`config.mk`:
```
export PLATFORM = sky130hd
export DESIGN_NAME = rx_ring_mgr
export DESIGN_NICKNAME = d
export VERILOG_FILES = /design/src/rtl/rbm_pkg.sv /design/src/rtl/rbm_pagereg.sv /design/src/rtl/rbm_writer.sv /design/src/rtl/rx_ring_mgr.sv
export SDC_FILE = /design/constraint.sdc
export NUM_CORES = 1
export LEC_CHECK = 0
export CORE_ASPECT_RATIO = 1.75
export CORE_MARGIN = 5
export CORE_UTILIZATION = 57
export DETAILED_ROUTE_END_ITERATION = 8
export PLACE_DENSITY = 0.81
export SYNTH_ARGS = -nofsm -noshare
export SYNTH_HDL_FRONTEND = slang
export SYNTH_SLANG_ARGS = --single-unit
```
`constraint.sdc`:
```
create_clock -name clk -period 4 [get_ports clk]
set_input_delay 1 -clock clk [delete_from_list [all_inputs] [get_ports clk]]
set_output_delay 1 -clock clk [all_outputs]
set_load 0.02 [all_outputs]
```
`src/rtl/rbm_pkg.sv`:
```
package rbm_pkg;
   localparam int HDR_BYTES = 4;
   localparam int HDR_IDX_W = 2;

   localparam int OFF_FIRST = 1;
   localparam int OFF_END   = 2;
   localparam int OFF_BND   = 3;
   localparam int OFF_WRPG  = 7;

   typedef enum logic [1:0] {
      WS_IDLE,
      WS_RECV,
      WS_DROP,
      WS_HDR
   } wr_state_e;
endpackage

```
`src/rtl/rbm_pagereg.sv`:
```
module rbm_pagereg
   import rbm_pkg::*;
#(
   parameter int PAGE_W = 8,
   parameter int REG_AW = 4
) (
   input  logic              clk,
   input  logic              rst_n,
   input  logic              wr_en,
   input  logic              wr_pg1,
   input  logic [REG_AW-1:0] wr_addr,
   input  logic [PAGE_W-1:0] wr_data,
   input  logic              cur_upd,
   input  logic [PAGE_W-1:0] cur_next,
   output logic [PAGE_W-1:0] first_pg,
   output logic [PAGE_W-1:0] end_pg,
   output logic [PAGE_W-1:0] bnd_pg,
   output logic [PAGE_W-1:0] cur_pg
);
   logic hit_first, hit_end, hit_bnd, hit_cur;

   always_comb begin
      hit_first = wr_en && !wr_pg1 && (wr_addr == REG_AW'(OFF_FIRST));
      hit_end   = wr_en && !wr_pg1 && (wr_addr == REG_AW'(OFF_END));
      hit_bnd   = wr_en && !wr_pg1 && (wr_addr == REG_AW'(OFF_BND));
      hit_cur   = wr_en &&  wr_pg1 && (wr_addr == REG_AW'(OFF_WRPG));
   end

   always_ff @(posedge clk) begin
      if (!rst_n) begin
         first_pg <= '0;
         end_pg   <= '0;
         bnd_pg   <= '0;
         cur_pg   <= '0;
      end else begin
         if (hit_first) first_pg <= wr_data;
         if (hit_end)   end_pg   <= wr_data;
         if (hit_bnd)   bnd_pg   <= wr_data;
         if (hit_cur)        cur_pg <= wr_data;
         else if (cur_upd)   cur_pg <= cur_next;
      end
   end

   // a host write to the write-page pointer lands on the next cycle
   a_r2_cur_load: assert property (@(posedge clk) disable iff (!rst_n)
      (wr_en && wr_pg1 && wr_addr == REG_AW'(OFF_WRPG)) |=> (cur_pg == $past(wr_data)));
endmodule

```
`src/rtl/rbm_writer.sv`:
```
module rbm_writer
   import rbm_pkg::*;
#(
   parameter int PAGE_W = 8,
   parameter int OFS_W  = 8,
   parameter int DATA_W = 8,
   parameter int LEN_W  = 16,
   parameter int ST_W   = 4,
   localparam int ADDR_W = PAGE_W + OFS_W
) (
   input  logic              clk,
   input  logic              rst_n,
   input  logic [PAGE_W-1:0] first_pg,
   input  logic [PAGE_W-1:0] end_pg,
   input  logic [PAGE_W-1:0] bnd_pg,
   input  logic [PAGE_W-1:0] cur_pg,
   input  logic              rx_start,
   input  logic              rx_valid,
   input  logic [DATA_W-1:0] rx_data,
   input  logic              rx_end,
   input  logic [ST_W-1:0]   rx_status,
   output logic              mem_we,
   output logic [ADDR_W-1:0] mem_addr,
   output logic [DATA_W-1:0] mem_wdata,
   output logic              cur_upd,
   output logic [PAGE_W-1:0] cur_next,
   output logic              ovw_set
);
   wr_state_e              state;
   logic [PAGE_W-1:0]      base_pg, wr_pg, link_pg, nxt_pg;
   logic [OFS_W-1:0]       ofs;
   logic [LEN_W-1:0]       len;
   logic [ST_W-1:0]        stat_q;
   logic [HDR_IDX_W-1:0]   hidx;
   logic [DATA_W-1:0]      hdr_byte;
   logic                   new_page, mid_hit, start_hit;

   function automatic logic [PAGE_W-1:0] pg_step(input logic [PAGE_W-1:0] p,
                                                 input logic [PAGE_W-1:0] lo,
                                                 input logic [PAGE_W-1:0] hi);
      logic [PAGE_W-1:0] n;
      n = p + 1'b1;
      return (n == hi) ? lo : n;
   endfunction

   always_comb begin
      nxt_pg    = pg_step(wr_pg, first_pg, end_pg);
      new_page  = (ofs == '0);
      mid_hit   = new_page && (nxt_pg == bnd_pg);
      start_hit = (cur_pg == bnd_pg);
      ovw_set   = ((state == WS_IDLE) && rx_start && start_hit) ||
                  ((state == WS_RECV) && !rx_end && rx_valid && mid_hit);
      cur_upd   = (state == WS_HDR) && (hidx == HDR_IDX_W'(HDR_BYTES - 1));
      cur_next  = link_pg;
      unique case (hidx)
         2'd0:    hdr_byte = DATA_W'(stat_q);
         2'd1:    hdr_byte = DATA_W'(link_pg);
         2'd2:    hdr_byte = len[DATA_W-1:0];
         default: hdr_byte = len[LEN_W-1:LEN_W-DATA_W];
      endcase
   end

   always_ff @(posedge clk) begin
      if (!rst_n) begin
         state     <= WS_IDLE;
         base_pg   <= '0;
         wr_pg     <= '0;
         link_pg   <= '0;
         ofs       <= '0;
         len       <= '0;
         stat_q    <= '0;
         hidx      <= '0;
         mem_we    <= 1'b0;
         mem_addr  <= '0;
         mem_wdata <= '0;
      end else begin
         mem_we <= 1'b0;
         unique case (state)
            WS_IDLE: begin
               if (rx_start) begin
                  if (start_hit) begin
                     state <= WS_DROP;
                  end else begin
                     state   <= WS_RECV;
                     base_pg <= cur_pg;
                     wr_pg   <= cur_pg;
                     ofs     <= OFS_W'(HDR_BYTES);
                     len     <= '0;
                  end
               end
            end
            WS_RECV: begin
               if (rx_end) begin
                  state   <= WS_HDR;
                  hidx    <= '0;
                  link_pg <= nxt_pg;
                  stat_q  <= rx_status;
               end else if (rx_valid) begin
                  if (mid_hit) begin
                     state <= WS_DROP;
                  end else begin
                     mem_we    <= 1'b1;
                     mem_wdata <= rx_data;
                     if (new_page) begin
                        wr_pg    <= nxt_pg;
                        mem_addr <= {nxt_pg, ofs};
                     end else begin
                        mem_addr <= {wr_pg, ofs};
                     end
                     ofs <= ofs + 1'b1;
                     len <= len + 1'b1;
                  end
               end
            end
            WS_DROP: begin
               if (rx_end) state <= WS_IDLE;
            end
            WS_HDR: begin
               mem_we    <= 1'b1;
               mem_addr  <= {base_pg, OFS_W'(hidx)};
               mem_wdata <= hdr_byte;
               hidx      <= hidx + 1'b1;
               if (cur_upd) state <= WS_IDLE;
            end
            default: state <= WS_IDLE;
         endcase
      end
   end

   // no write ever lands in the page the host still owns
   a_r9_no_bnd_write: assert property (@(posedge clk) disable iff (!rst_n)
      mem_we |-> (mem_addr[ADDR_W-1:OFS_W] != bnd_pg));

   // a dropped frame produces no memory traffic
   a_r9_drop_silent: assert property (@(posedge clk) disable iff (!rst_n)
      (state == WS_DROP) |=> !mem_we);

   // every header cycle results in a memory write
   a_r5_hdr_writes: assert property (@(posedge clk) disable iff (!rst_n)
      (state == WS_HDR) |=> mem_we);
endmodule

```
`src/rtl/rx_ring_mgr.sv`:
```
module rx_ring_mgr
   import rbm_pkg::*;
#(
   parameter int PAGE_W = 8,
   parameter int OFS_W  = 8,
   parameter int DATA_W = 8,
   parameter int LEN_W  = 16,
   parameter int ST_W   = 4,
   parameter int REG_AW = 4,
   localparam int ADDR_W = PAGE_W + OFS_W
) (
   input  logic              clk,
   input  logic              rst_n,
   input  logic              reg_we,
   input  logic              reg_pg1,
   input  logic [REG_AW-1:0] reg_addr,
   input  logic [PAGE_W-1:0] reg_wdata,
   input  logic              rx_start,
   input  logic              rx_valid,
   input  logic [DATA_W-1:0] rx_data,
   input  logic              rx_end,
   input  logic [ST_W-1:0]   rx_status,
   input  logic              ovw_clr,
   output logic              mem_we,
   output logic [ADDR_W-1:0] mem_addr,
   output logic [DATA_W-1:0] mem_wdata,
   output logic [PAGE_W-1:0] cur_page,
   output logic [PAGE_W-1:0] boundary,
   output logic              ovw
);
   if (PAGE_W != DATA_W) begin : g_bad_page_w
      $error("page pointer must fit one header byte");
   end
   if (LEN_W != 2 * DATA_W) begin : g_bad_len_w
      $error("byte count must span two header bytes");
   end
   if (ST_W > DATA_W) begin : g_bad_st_w
      $error("status wider than a header byte");
   end
   if (OFS_W <= HDR_IDX_W) begin : g_bad_ofs_w
      $error("page too small for the header");
   end

   logic [PAGE_W-1:0] first_pg, end_pg;
   logic              cur_upd, ovw_set;
   logic [PAGE_W-1:0] cur_next;
   logic              ovw_q;

   rbm_pagereg #(.PAGE_W(PAGE_W), .REG_AW(REG_AW)) u_regs (
      .clk      (clk),
      .rst_n    (rst_n),
      .wr_en    (reg_we),
      .wr_pg1   (reg_pg1),
      .wr_addr  (reg_addr),
      .wr_data  (reg_wdata),
      .cur_upd  (cur_upd),
      .cur_next (cur_next),
      .first_pg (first_pg),
      .end_pg   (end_pg),
      .bnd_pg   (boundary),
      .cur_pg   (cur_page)
   );

   rbm_writer #(.PAGE_W(PAGE_W), .OFS_W(OFS_W), .DATA_W(DATA_W),
                .LEN_W(LEN_W), .ST_W(ST_W)) u_wr (
      .clk       (clk),
      .rst_n     (rst_n),
      .first_pg  (first_pg),
      .end_pg    (end_pg),
      .bnd_pg    (boundary),
      .cur_pg    (cur_page),
      .rx_start  (rx_start),
      .rx_valid  (rx_valid),
      .rx_data   (rx_data),
      .rx_end    (rx_end),
      .rx_status (rx_status),
      .mem_we    (mem_we),
      .mem_addr  (mem_addr),
      .mem_wdata (mem_wdata),
      .cur_upd   (cur_upd),
      .cur_next  (cur_next),
      .ovw_set   (ovw_set)
   );

   always_ff @(posedge clk) begin
      if (!rst_n)        ovw_q <= 1'b0;
      else if (ovw_set)  ovw_q <= 1'b1;
      else if (ovw_clr)  ovw_q <= 1'b0;
   end
   assign ovw = ovw_q;

   // the warning holds until the host clears it
   a_r11_ovw_sticky: assert property (@(posedge clk) disable iff (!rst_n)
      (ovw_q && !ovw_clr) |=> ovw_q);

   // a new overwrite always leaves the flag set
   a_r11_set_wins: assert property (@(posedge clk) disable iff (!rst_n)
      ovw_set |=> ovw_q);
endmodule

```
Word-level counts from Yosys, hierarchy flattened
Cells that the tools add are included.
{"block": "word_totals", "word_cells": 122, "mem_bits_rw": 0, "romBits": 0, "latch_bits": 0, "regBits": 114, "n_memories": 0}
{"block": "classes", "n_eq_ne": 24, "addsub": 4, "magnitude_cmp": 0, "mul": 0, "div_mod_pow": 0, "shift": 0, "n_reduce_logical": 30, "mux": 47, "n_bitwise": 1}
{"op": "two-way mux 16 bit", "n": 9}
{"op": "two-way mux 8 bit", "n": 17}
{"op": "case mux 16 bit (2 select lines)", "n": 2}
{"op": "case mux 8 bit (2 select lines)", "n": 3}
{"op": "== test 8 bit", "n": 3}
{"op": "case mux 8 bit (3 select lines)", "n": 1}
{"op": "adder 16 x 1 -> 16 bit, second input constant", "n": 1}
{"op": "adder 8 x 1 -> 8 bit, second input constant", "n": 2}
{"op": "inequality test 2 bit, second input constant", "n": 8}
{"op": "two-way mux 2 bit", "n": 7}
{"op": "logical AND 1 bit", "n": 13}
{"op": "== test 2 bit, second input constant", "n": 4}
{"op": "== test 4 x 2 -> 1 bit, second input constant", "n": 2}
{"op": "zero test 8 bit", "n": 1}
{"op": "case mux 2 bit (4 select lines)", "n": 1}
{"op": "nonzero test 2 bit", "n": 4}
{"op": "AND reduction 7 bit", "n": 1}
{"op": "AND reduction 6 bit", "n": 1}
{"op": "two-way mux 1 bit", "n": 5}
{"op": "AND reduction 5 bit", "n": 1}
{"op": "== test 2 x 1 -> 1 bit, second input constant", "n": 2}
{"op": "== test 4 x 1 -> 1 bit, second input constant", "n": 1}
{"op": "== test 4 x 3 -> 1 bit, second input constant", "n": 1}
{"op": "zero test 2 bit", "n": 2}
{"op": "other kinds (12)", "n": 14}

Logic depth before layout (Yosys ltp)
Gate-level depths: netlist of run 1.
{"block": "depth", "ltp_word": 9, "mapped_depth": 14, "ltp_nobuf": 10}

Modules after synthesis
A second synthesis of run 1 with hierarchy kept.
{"block": "unflattened", "hier_cells": 797, "area_unflattened_um2": 6501.2}
{"mod": "rbm_writer", "n_inst": 1, "area_each_um2": 5141.2, "cells_each": 667}
{"mod": "rbm_pagereg", "n_inst": 1, "area_each_um2": 1318.8, "cells_each": 127}
{"mod": "rx_ring_mgr", "n_inst": 1, "area_each_um2": 41.3, "cells_each": 3}

Least setup slack after synthesis of run 1
No wires, ideal clock.
{"block": "synth_timing", "path_type": "register to register", "startpoint": "register u_wr.wr_pg[1]", "endpoint": "register u_wr.wr_pg[0]", "stages_incl_launch_ff": 14, "required_time_ns": 3.930, "path_buffers": 3, "setup_time_ns": 0.070, "arrival_time_ns": 3.314, "period_less_slack_ns": 3.385, "setup_slack_ns": 0.615, "cell_sequence": "dfxtp_1 ha_1 buf_2 xor3_1 nor3_2 nand3_2 nor4_4 mux2_2 a21o_1 or4b_1 buf_2 buf_6 a21o_1 a21oi_1"}
{"block": "synth_via", "elab_chain_cells": 8}
{"item": "start, declared", "line": "rbm_writer.sv:30", "text": "logic [PAGE_W-1:0] base_pg, wr_pg, link_pg, nxt_pg;"}
{"item": "start signal, assigned", "line": "rbm_writer.sv:86", "text": "wr_pg <= cur_pg;"}
{"item": "start signal, assigned", "line": "rbm_writer.sv:105", "text": "wr_pg <= nxt_pg;"}
{"item": "adder 8 x 1 -> 8 bit (*)", "line": "rbm_writer.sv:42", "text": "n = p + 1'b1;"}
{"item": "== test 8 bit", "line": "rbm_writer.sv:43", "text": "return (n == hi) ? lo : n;"}
{"item": "two-way mux 8 bit (*)", "line": "rbm_writer.sv:43"}
{"item": "parallel branches: the longest is 5 deep, another holds == test 8 bit"}
Mark *: on every way between the ends. The select of a mux whose other input is x is not followed.
A chain may end at the register's enable or synchronous reset.

Worst setup path in the final report of run 1
{"block": "layout_timing", "startpoint": "register u_wr.wr_pg[1]", "endpoint": "register u_wr.len[14]"}
{"block": "layout_via", "elab_chain_cells": 7}
{"item": "adder 8 x 1 -> 8 bit (*)", "line": "rbm_writer.sv:42"}
{"item": "== test 8 bit", "line": "rbm_writer.sv:43"}
{"item": "two-way mux 8 bit (*)", "line": "rbm_writer.sv:43"}
{"item": "== test 8 bit (*)", "line": "rbm_writer.sv:49", "text": "mid_hit = new_page && (nxt_pg == bnd_pg);"}
{"item": "logical AND 1 bit (*)", "line": "rbm_writer.sv:49"}
{"item": "inequality test 2 bit (no line) (*)"}
{"item": "AND reduction 6 bit (no line) (*)"}
{"item": "end signal, assigned", "line": "rbm_writer.sv:111", "text": "len <= len + 1'b1;"}
{"item": "end, declared", "line": "rbm_writer.sv:32", "text": "logic [LEN_W-1:0] len;"}
Mark *: on every way between the ends. The rest lies on a longest branch, timed or not.

==> run_results.csv, run 1 <==
group,metric,value,unit
worst_setup_path,rrSetupSlack,220,ps
yosys,synth_edf_count,0,
worst_setup_path,arrival,4130,ps
drt,postRouteAntennaNets,0,
global_routing,antenna_found_initial,0,
worst_hold_path,hp-start,"u_wr.base_pg[2]",
cells_and_area,antennaDiodeCount,0,
floorplanning,start_util,57.4,%
worst_hold_path,worstHoldPathCells,2,
timing,setup_tns,0,ps
yosys,synth.distinct_cells,74,
yosys,synth.top_cell.area_share,36.0,%
power_and_ir_drop,p_total,0.00401,W
cells_and_area,post_route_cells_drive_above_1_share,8.76,%
worst_setup_path,regToRegStartpoint,"u_wr.wr_pg[1]",
worst_setup_path,cp_top_family,"compound AO/OA/AOI/OAI gates",
drt,drtIter0Drc,559,
power_and_ir_drop,peakVddDrop,0.467,mV
floorplanning,die_w,89.7,microns
yosys,syn_area,6330,sq um
placement,port_buffers,73,
worst_setup_path,worst_ep_required_time,4350,ps
global_routing,track_usage,33.5,%
timing,finalHoldViolCount,0,
floorplanning,num_rows,51,
clock_network,clock-root-buffer,"clkbuf_16",
clock_network,tritoncts,"built",
global_routing,gr-total-overflow,0,
worst_hold_path,min_to,"u_wr.base_pg[2]",
yosys,synth_area_per_cell,8.11,sq um
yosys,synth_area_leaders,"dfxtp_1, nor2_1, nand2_1",
worst_setup_path,crit_type,"flop to flop",
worst_setup_path,reg2reg_depth,11,
floorplanning,core-area,11000,sq um
worst_setup_path,cp-end-kind,"flop",
placement,gp_congestion,1.00,
timing,skew,9.28,ps
outcome,status,"finished clean",
timing,finalMaxSlewViolations,0,
drt,wl_per_cell,22.0,microns
placement,hpwl,15800,microns
floorplanning,dieHeight,149,microns
yosys,synth_nets,821,
run,maxCapViolations,0,
drt,first_pass_iters,5,
global_routing,grt_pass1_wl,33800,microns
cells_and_area,postLayoutCoreUtil,71.1,%
worst_setup_path,rr_endpoint,"u_wr.len[14]",
timing,post-route-min-period,3780,ps
drt,vias,6550,
power_and_ir_drop,p_leak,2.98,nW
clock_network,ctsHoldBuffers,0,
timing,tightest_slew,1060,ps
worst_setup_path,critPathBufInv,1,
worst_setup_path,crit_path_start_kind,"flop",
yosys,synthFlopType,"dfxtp_1",
clock_network,cts_max_path_buffers,2,
power_and_ir_drop,power_density,512,nW/um^2
floorplanning,die_area,13400,sq um
clock_network,cts.sinks,114,
yosys,post-synth-top-area-cell,"dfxtp_1",
timing,max-slew-margin-rel,29.2,%
cells_and_area,fillers,878,
drt,drc,0,
yosys,async_flop_share,0,%
yosys,synth_cells,781,
cells_and_area,layout_commonest_cell,"dfxtp_1",
global_routing,grt_pass1_vias,6568,
cells_and_area,nets,883,
timing,rsz0062_at_grt,"false",
drt,via_per_inst,6.63,
timing,clock.fmax,265,MHz
yosys,ys_warn_count,0,
worst_setup_path,critical_path.cell_chain,"ha_1, nand3_1, xnor2_1, nand2_1, a2111oi_1, nor3_1, a2111o_1, or3_1, buf_12, a41oi_1, a211o_1",
cells_and_area,area_growth_syn_to_layout,23.9,%
worst_setup_path,critical_path.max_fanout,25,
timing,setup_viol,0,
clock_network,path_clk_slew,60,ps
floorplanning,io_pins,74,
worst_setup_path,critPathMaxStageDelay,480,ps
global_routing,grt_max_degree,72,
clock_network,numCtsBuffers,17,
yosys,synth-seq-cells,114,
yosys,yosysSeqAreaShare,36.0,%
cells_and_area,final_cell_mix,"dfxtp_1, nor2_1, nand2_1",
clock_network,cts_max_level,4,
clock_network,clk_latency,420,ps
worst_setup_path,cpMaxStageDelayCell,"a2111oi_1",
drt,drt-total-wl,21700,microns
worst_hold_path,hold_path_class,"flop to flop",
timing,finalCritPeriodShare,94.4,%
[state kept, by name (all words and copies together) (netlist names), 4 cells and up]
register and flops:
u_regs.end_pg 8, u_wr.mem_wdata 8, u_wr.wr_pg 8, u_wr.stat_q 4, u_wr.len 16, u_wr.mem_addr 16, u_wr.cur_next 8, u_wr.base_pg 8
u_regs.cur_pg 8, u_wr.ofs 8, u_regs.bnd_pg 8, u_regs.first_pg 8
[tightest hold or removal path: stages (launching register included)]
cell and delay, ps:
dfxtp_1 310, nand2_1 50, a21oi_1 50
[area by class of cell]
type	instances	area, sq um	area share (%)
Sequential cell	114	2280	29.1
Timing Repair Buffer	97	923	11.8
Clock buffer	18	429	5.47
Inverter	15	56.3	0.718
Multi-Input combinational cell	598	3760	48.0
Tap cell	132	165	2.11
Clock inverter	14	226	2.89
[stage by stage]
step | cell area (sq um) | cells | hold slack, ps | worst slack (ps)
floorplan | 6330 | 781 | 431 | 615
global placement | 7160 | 954 | 444 | 214
detailed placement | 7160 | 954 | 448 | 131
CTS | 7820 | 986 | 456 | 83.1
global route | 7840 | 988 | 471 | 7.44
finish | 7840 | 988 | 466 | 225
[layer usage]
layer | global-route usage, % | up-vias | wire (microns)
met5 | 0 | - | 0
met4 | 22.0 | 0 | 1650
met3 | 6.56 | 106 | 1300
met2 | 60.0 | 330 | 11500
met1 | 33.5 | 3104 | 7280
li1 | - | 3010 | -
[power by group]
group | switching [W] | leakage (nW) | internal (W)
sequential | 0.0000974 | 0.921 | 0.00122
clock | 0.000581 | 0.312 | 0.00111
combinational | 0.000628 | 1.74 | 0.000373
total | 0.00131 | 2.98 | 0.00271
[how the worst max path moves through the flow]
stage,end,cells after the start,from
after floorplan,u_wr.wr_pg[0],13,u_wr.wr_pg[1]
after global placement,u_wr.wr_pg[1],10,u_wr.wr_pg[1]
after detailed placement,u_wr.wr_pg[5],10,u_wr.wr_pg[1]
after CTS,u_wr.wr_pg[5],10,u_wr.wr_pg[1]
after global routing,u_wr.len[0],11,u_wr.wr_pg[1]
final,u_wr.len[14],11,u_wr.wr_pg[1]
[Yosys cell counts (5+ instances only)]
master,count
mux2i_1,32
or3_1,11
a31oi_1,6
a21oi_1,62
a311oi_1,19
o2111ai_1,6
a211oi_1,9
and2_1,5
xnor2_1,7
o21ai_0,17
nor3_1,17
nand4_1,10
nand3_1,30
ha_1,8
dfxtp_1,114
buf_2,7
o211ai_1,11
xor2_1,18
nor2_1,98
inv_1,15
a211o_1,8
nand2_1,94
a221oi_1,5
a22o_1,5
o221ai_1,8
nor2b_1,11
clkbuf_1,39
nor4_1,5
and3_1,12
[timing repair]
action	4_1_cts	5_1_grt
setup endpoints to repair	0	20
setup buffers	0	2
gates resized for setup	0	2
[cells by family after synthesis]
family	synth area share (%)
buffers and inverters	4.70
AOI/OAI and AO/OA	23.4
xor gates and xnor gates	4.21
adders and majority gates	1.58
muxes	5.77
and+or+nand+nor	24.3
DFF	36.0
No activity file was read; power rests on OpenSTA's default activity.
==> run 2: changes to the inputs <==
- SYNTH_HIERARCHICAL: unset -> 1
==> run 2 against run 1 <==
Effect of this change: synthesized cell count increased by 2.0%; total power decreased by 23%; cell count increased by 1.1%; first-iteration DRC count increased by 4.8%; maximum frequency increased by 0.96%; sequential power decreased by 9.8%; via count decreased by 0.27%; count of clock-buffer cells in the layout increased by 4; clock skew increased by 1.6 ps; core utilization decreased by 0.13 points; design area increased by 0.97%; flip-flop and latch count unchanged; critical path type unchanged.
==> run_results.csv, run 2 <==
group,metric,value,unit
worst_setup_path,cp_top_family,"simple AND/OR/NAND/NOR gates",
worst_setup_path,crit_type,"flop to flop",
timing,tightest_slew,998,ps
worst_setup_path,regToRegStartpoint,"u_wr/wr_pg[1]",
global_routing,grt_pass1_vias,6580,
global_routing,busiest_layer,"met2",
yosys,synth.distinct_cells,72,
worst_setup_path,cpMaxStageDelayCell,"nor4_1",
placement,port_buffers,73,
clock_network,cts_resized,0,
worst_setup_path,cp-end-kind,"flop",
timing,finalMaxSlewViolations,0,
cells_and_area,final_cell_mix,"nand2_1, dfxtp_1, clkdlybuf4s50_1",
yosys,synth_area_per_cell,8.16,sq um
global_routing,use_met2,58.3,%
timing,rsz0062_at_grt,"false",
worst_setup_path,crit_path_start_kind,"flop",
clock_network,numCtsBuffers,17,
drt,vias,6532,
clock_network,tritoncts,"built",
timing,finalCritPeriodShare,93.5,%
timing,clock.fmax,267,MHz
cells_and_area,fillers,874,
yosys,synth-seq-cells,114,
worst_hold_path,hold_path_class,"flop to flop",
yosys,synth_area_leaders,"dfxtp_1, nand2_1, mux2i_1",
worst_setup_path,critPathMaxStageDelay,670,ps
worst_setup_path,timing.critical_path.from,"u_wr/wr_pg[1]",
floorplanning,die_w,90.7,microns
worst_setup_path,endpoint,"u_wr/len[1]",
drt,drt-total-wl,22200,microns
yosys,synth_cells,797,
cells_and_area,antennaDiodeCount,0,
yosys,syn_area,6500,sq um
worst_setup_path,arrival,4060,ps
drt,first_pass_iters,6,
yosys,synth.top_cell.area_share,35.1,%
floorplanning,num_rows,51,
floorplanning,start_util,58.2,%
floorplanning,core-area,11200,sq um
timing,skew,10.9,ps
cells_and_area,area_growth_syn_to_layout,21.8,%
drt,wl_per_cell,22.2,microns
drt,drc,0,
cells_and_area,seq_area,2280,sq um
clock_network,ctsHoldBuffers,0,
clock_network,cts_max_path_buffers,2,
global_routing,track_usage,32.0,%
yosys,synth_edf_count,0,
power_and_ir_drop,p_leak,2.91,nW
drt,via_per_inst,6.54,
clock_network,cts_max_level,4,
clock_network,cts.sinks,114,
worst_setup_path,cp_num_cells,10,
worst_setup_path,critPathBufInv,0,
timing,setup_tns,0,ps
placement,gp_congestion,1.03,
placement,pre_cts_slack,468,ps
floorplanning,die_area,13700,sq um
worst_setup_path,rrSetupSlack,260,ps
yosys,synthFlopType,"dfxtp_1",
timing,setup_viol,0,
global_routing,gr-total-overflow,0,
placement,hpwl,16000,microns
global_routing,grt_max_degree,87,
worst_setup_path,cpMostUsedCell,"nor4_1",
floorplanning,dieHeight,151,microns
outcome,status,"finished clean",
yosys,ys_warn_count,6,
worst_setup_path,rr_endpoint,"u_wr/len[1]",
global_routing,use_met1,32.2,%
yosys,synth_nets,837,
worst_setup_path,critical_path.max_fanout,6,
cells_and_area,multiInputGateArea,3910,sq um
yosys,yosysSeqAreaShare,35.1,%
drt,drtIter0Drc,586,
timing,finalHoldViolCount,0,
run,maxCapViolations,0,
timing,max-slew-margin-rel,33.2,%
yosys,post-synth-top-area-cell,"dfxtp_1",
timing,worst_slack,260,ps
global_routing,met3_usage,6.96,%
cells_and_area,reg_top3,"u_wr/len: 16 flops, u_wr/mem_addr: 16 flops",
worst_setup_path,worst_ep_required_time,4320,ps
worst_setup_path,critical_path.cell_chain,"ha_1, xnor2_2, xor2_1, nand4_2, nor4_1, nor4_1, or3b_2, nor4_1, o21ai_0, a21oi_1",
worst_setup_path,reg2reg_depth,10,
cells_and_area,layout_commonest_cell,"nand2_1",
drt,postRouteAntennaNets,0,
clock_network,cts_setup_buffers,0,
yosys,synth_most_common_cell,"nand2_1",
floorplanning,io_pins,74,
clock_network,clk_latency,410,ps
cells_and_area,nets,894,
yosys,async_flop_share,0,%
global_routing,grt_pass1_wl,34300,microns
yosys,synth_commonest_cells,"nand2_1, dfxtp_1, mux2i_1",
power_and_ir_drop,power_density,391,nW/um^2
timing,post-route-min-period,3740,ps
clock_network,clock-root-buffer,"clkbuf_16",
clock_network,path_clk_slew,60,ps
power_and_ir_drop,peakVddDrop,0.317,mV
cells_and_area,post_route_cells_drive_above_1_share,8.88,%
global_routing,antenna_found_initial,0,
run 2: cell types whose count changed after synthesis, sizes merged, moves of 9 or more:
| cell | previous run | this run |
|---|---|---|
| nand2 | 94 | 166 |
| mux2i | 32 | 61 |
| a311oi | 19 | 0 |
| or4 | 1 | 10 |
| nand3 | 31 | 21 |
| o21ai | 18 | 36 |
| xnor2 | 7 | 23 |
| xor2 | 18 | 8 |
| a21oi | 62 | 41 |
| nor2 | 98 | 34 |
| a31oi | 6 | 26 |
run 2: cells by family (layout without fill, tap and decap cells):
logic type	after synthesis	count (layout)	share of synthesized area, %
adder cells (fa/ha/maj)	8	8	1.54
flip-flops	114	114	35.1
AO/OA/AOI/OAI	186	186	19.2
multiplexers	69	69	10.8
AND/OR/NAND/NOR	316	316	23.7
XOR/XNOR	32	32	4.75
buffers and inverters	72	142	4.87
run 2: metrics by stage:
| stage | cells | util (%) | hold WS [ps] | total power [W] | area [sq um] |
|---|---|---|---|---|---|
| 6_report | 999 | 70.9 | 452 | 0.00310 | 7920 |
| 3_3_place_gp | 967 | 65.4 | 439 | 0.00151 | 7300 |
| 3_5_place_dp | 967 | 65.4 | 446 | 0.00152 | 7300 |
| 5_1_grt | 999 | 70.9 | 469 | 0.00318 | 7920 |
| 2_1_floorplan | 797 | - | 432 | 0.00140 | 6500 |
| 4_1_cts | 999 | 70.9 | 450 | 0.00310 | 7920 |
run 2: final cells by class:
type                            count  area share [%]
Timing Repair Buffer               90            10.9
Tap cell                          132            2.09
Clock buffer                       22            5.86
Multi-Input combinational cell    611            49.4
Clock inverter                     10            1.97
Inverter                           20           0.948
Sequential cell                   114            28.8
run 2: worst min-delay path by stage:
stage / slack, ps / cells past startpoint / endpoint / start
floorplan: 430 / 2 / u_wr/base_pg[1] / u_wr/base_pg[1]
global placement: 440 / 2 / u_wr/base_pg[1] / u_wr/base_pg[1]
detailed placement: 450 / 2 / u_wr/base_pg[1] / u_wr/base_pg[1]
CTS: 450 / 2 / u_wr/base_pg[1] / u_wr/base_pg[1]
global route: 470 / 2 / u_wr/base_pg[1] / u_wr/base_pg[1]
finish: 450 / 2 / u_wr/base_pg[1] / u_wr/base_pg[1]
run 2: worst reg2reg max path, stage by stage, from the launching register on:
cell	delay (ps)
dfxtp_1	440
ha_1	320
xnor2_2	170
xor2_1	220
nand4_2	240
nor4_1	540
nor4_1	120
or3b_2	500
nor4_1	670
o21ai_0	220
a21oi_1	220
run 2: report_power, final:
| part | internal (W) | total, W | switching (W) |
|---|---|---|---|
| clock network | 0.00107 | 0.00159 | 0.000522 |
| logic | 0.000123 | 0.000321 | 0.000198 |
| registers | 0.00115 | 0.00119 | 0.0000316 |
run 2: layer usage:
layer	share of wire, %	vias up
met5	0	-
met3	6.9	114
met1	34	3047
li1	-	2998
met2	52	373
met4	7.1	0
==> run 3: changes to the inputs <==
- ABC_AREA: unset -> 0
- CORE_UTILIZATION: 57 -> 55
- CTS_CLUSTER_SIZE: unset -> 24
- PLACE_DENSITY: 0.81 -> 0.78
==> run 3 against run 2 <==
Effect of this change: core utilization shrank 2.3 points; total power grew 1.3%; wire length shrank 1.2%; cell count grew 0.60%; first-iteration DRC count shrank 19%; sequential share of layout area shrank 0.11 points; setup slack lost 14 ps; global-route usage shrank 1.4 points; hold slack gained 7.9 ps; clock power grew 3%.
==> run_results.csv, run 3 (synthesized netlist as in run 2, its figures left out) <==
group,metric,value,unit
cells_and_area,instances_no_fill,1005,
clock_network,cts_setup_buffers,0,
drt,first_pass_iters,5,
cells_and_area,area_growth_syn_to_layout,22.3,%
timing,max-slew-margin-rel,32.2,%
clock_network,cts_max_level,4,
global_routing,grt_pass1_wl,33600,microns
cells_and_area,antennaDiodeCount,0,
timing,setup_tns,0,ps
cells_and_area,seq_area,2280,sq um
timing,finalCritPeriodShare,93.8,%
drt,postRouteAntennaNets,0,
timing,finalMaxSlewViolations,0,
cells_and_area,multiInputGateArea,3910,sq um
power_and_ir_drop,p_leak,2.92,nW
cells_and_area,design_area,7950,sq um
clock_network,ctsHoldBuffers,0,
clock_network,clk_latency,410,ps
run,maxCapViolations,0,
power_and_ir_drop,power_density,395,nW/um^2
floorplanning,io_pins,74,
global_routing,gr-total-overflow,0,
timing,tightest_slew,1020,ps
floorplanning,die_w,92.2,microns
clock_network,cts_max_path_buffers,2,
cells_and_area,final_cell_mix,"nand2_1, dfxtp_1, clkdlybuf4s50_1",
clock_network,tritoncts,"built",
global_routing,grt_pass1_vias,6432,
worst_setup_path,cpMaxStageDelayCell,"a31oi_2",
cells_and_area,nets,897,
clock_network,numCtsBuffers,17,
cells_and_area,layout_commonest_cell,"nand2_1",
power_and_ir_drop,peakVddDrop,0.298,mV
drt,wl_per_cell,21.8,microns
cells_and_area,reg_top3,"u_wr/len: 16 flops, u_wr/mem_addr: 16 flops",
placement,dpl.cell_count,973,
worst_setup_path,critical_path.cell_chain,"ha_1, xnor2_2, xor2_1, nand4_2, o41ai_1, o211a_1, o211a_1, nand4_1, a31oi_2, a221oi_1",
cells_and_area,fillers,936,
timing,clock.fmax,266,MHz
timing,post-route-min-period,3750,ps
worst_setup_path,arrival,4000,ps
cells_and_area,post_route_cells_drive_above_1_share,9.43,%
outcome,status,"finished clean",
floorplanning,core-area,11600,sq um
worst_setup_path,critical_path.max_fanout,8,
timing,rsz0062_at_grt,"false",
floorplanning,dieHeight,154,microns
clock_network,clock-root-buffer,"clkbuf_16",
worst_setup_path,crit_type,"flop to flop",
worst_setup_path,crit_path_start_kind,"flop",
placement,gp_congestion,1.01,
floorplanning,die_area,14200,sq um
global_routing,track_usage,30.6,%
timing,finalHoldViolCount,0,
global_routing,grt_max_degree,87,
drt,via_per_inst,6.41,
drt,drt-total-wl,22000,microns
drt,drc,0,
worst_setup_path,cpMostUsedCell,"o211a_1",
worst_setup_path,worst_ep_required_time,4250,ps
global_routing,antenna_found_initial,0,
floorplanning,start_util,56.1,%
worst_setup_path,cp-end-kind,"flop",
clock_network,path_clk_slew,50,ps
placement,placed_area,7310,sq um
placement,port_buffers,73,
drt,drtIter0Drc,472,
worst_setup_path,critPathMaxStageDelay,670,ps
timing,skew,6.92,ps
timing,setup_viol,0,
floorplanning,num_rows,52,
drt,vias,6447,
placement,hpwl,16200,microns
clock_network,cts_resized,0,
worst_hold_path,hold_path_class,"flop to flop",
clock_network,cts.sinks,114,
-- run 3: changes by cell type in the layout (fill, tap and decap cells not counted), sizes merged --
cell	before	now
buf	18	21
clkbuf	22	20
clkinvlp	1	2
inv	19	20
-- run 3: final timing paths --
kind	from	endpoint	slack, ps	cells past startpoint
max	u_wr/wr_pg[1]	u_wr/wr_pg[2]	250	10
min	u_wr/mem_wdata[0]	u_wr/mem_wdata[0]	460	2
max reg2reg	u_wr/wr_pg[1]	u_wr/wr_pg[2]	250	10
min reg2reg	u_wr/mem_wdata[0]	u_wr/mem_wdata[0]	460	2
-- run 3: per-stage QoR --
stage                     hold slack, ps  power, W  setup slack (ps)  util, %
after floorplan                      432   0.00140               839        -
after global placement               440   0.00152               373     63.1
after detailed placement             451   0.00152               380     63.1
after CTS                            460   0.00314               338     68.6
after global routing                 482   0.00323             0.880     68.6
final                                460   0.00314               246     68.6
-- run 3: power breakdown --
part | total (W) | leakage [nW] | internal [W] | switching, W
registers | 0.00118 | 0.920 | 0.00115 | 0.0000306
clock network | 0.00163 | 0.307 | 0.00108 | 0.000555
logic | 0.000324 | 1.70 | 0.000122 | 0.000202
-- run 3: area by class of cell --
class	instances	share of cell area (%)
clock buffer	20	5.74
clock inverter	12	2.27
inverter	20	0.944
multi-input combinational	611	49.2
sequential	114	28.7
tap	135	2.12
timing repair buffer	93	11.0
-- run 3: worst max-delay path: cells and delay by family, from the launching register on --
| family | cells | cell delay [ps] |
|---|---|---|
| compound gates | 5 | 1960 |
| fa+ha+maj | 1 | 340 |
| simple gates | 2 | 460 |
| flops | 1 | 420 |
| xor+xnor | 2 | 420 |
-- run 3: per-layer routing --
| metal | routed length, microns | global-route usage [%] |
|---|---|---|
| met3 | 970 | 5.13 |
| met1 | 7620 | 30.3 |
| met5 | 0 | 0 |
| met2 | 11500 | 55.5 |
| met4 | 1830 | 23.5 |
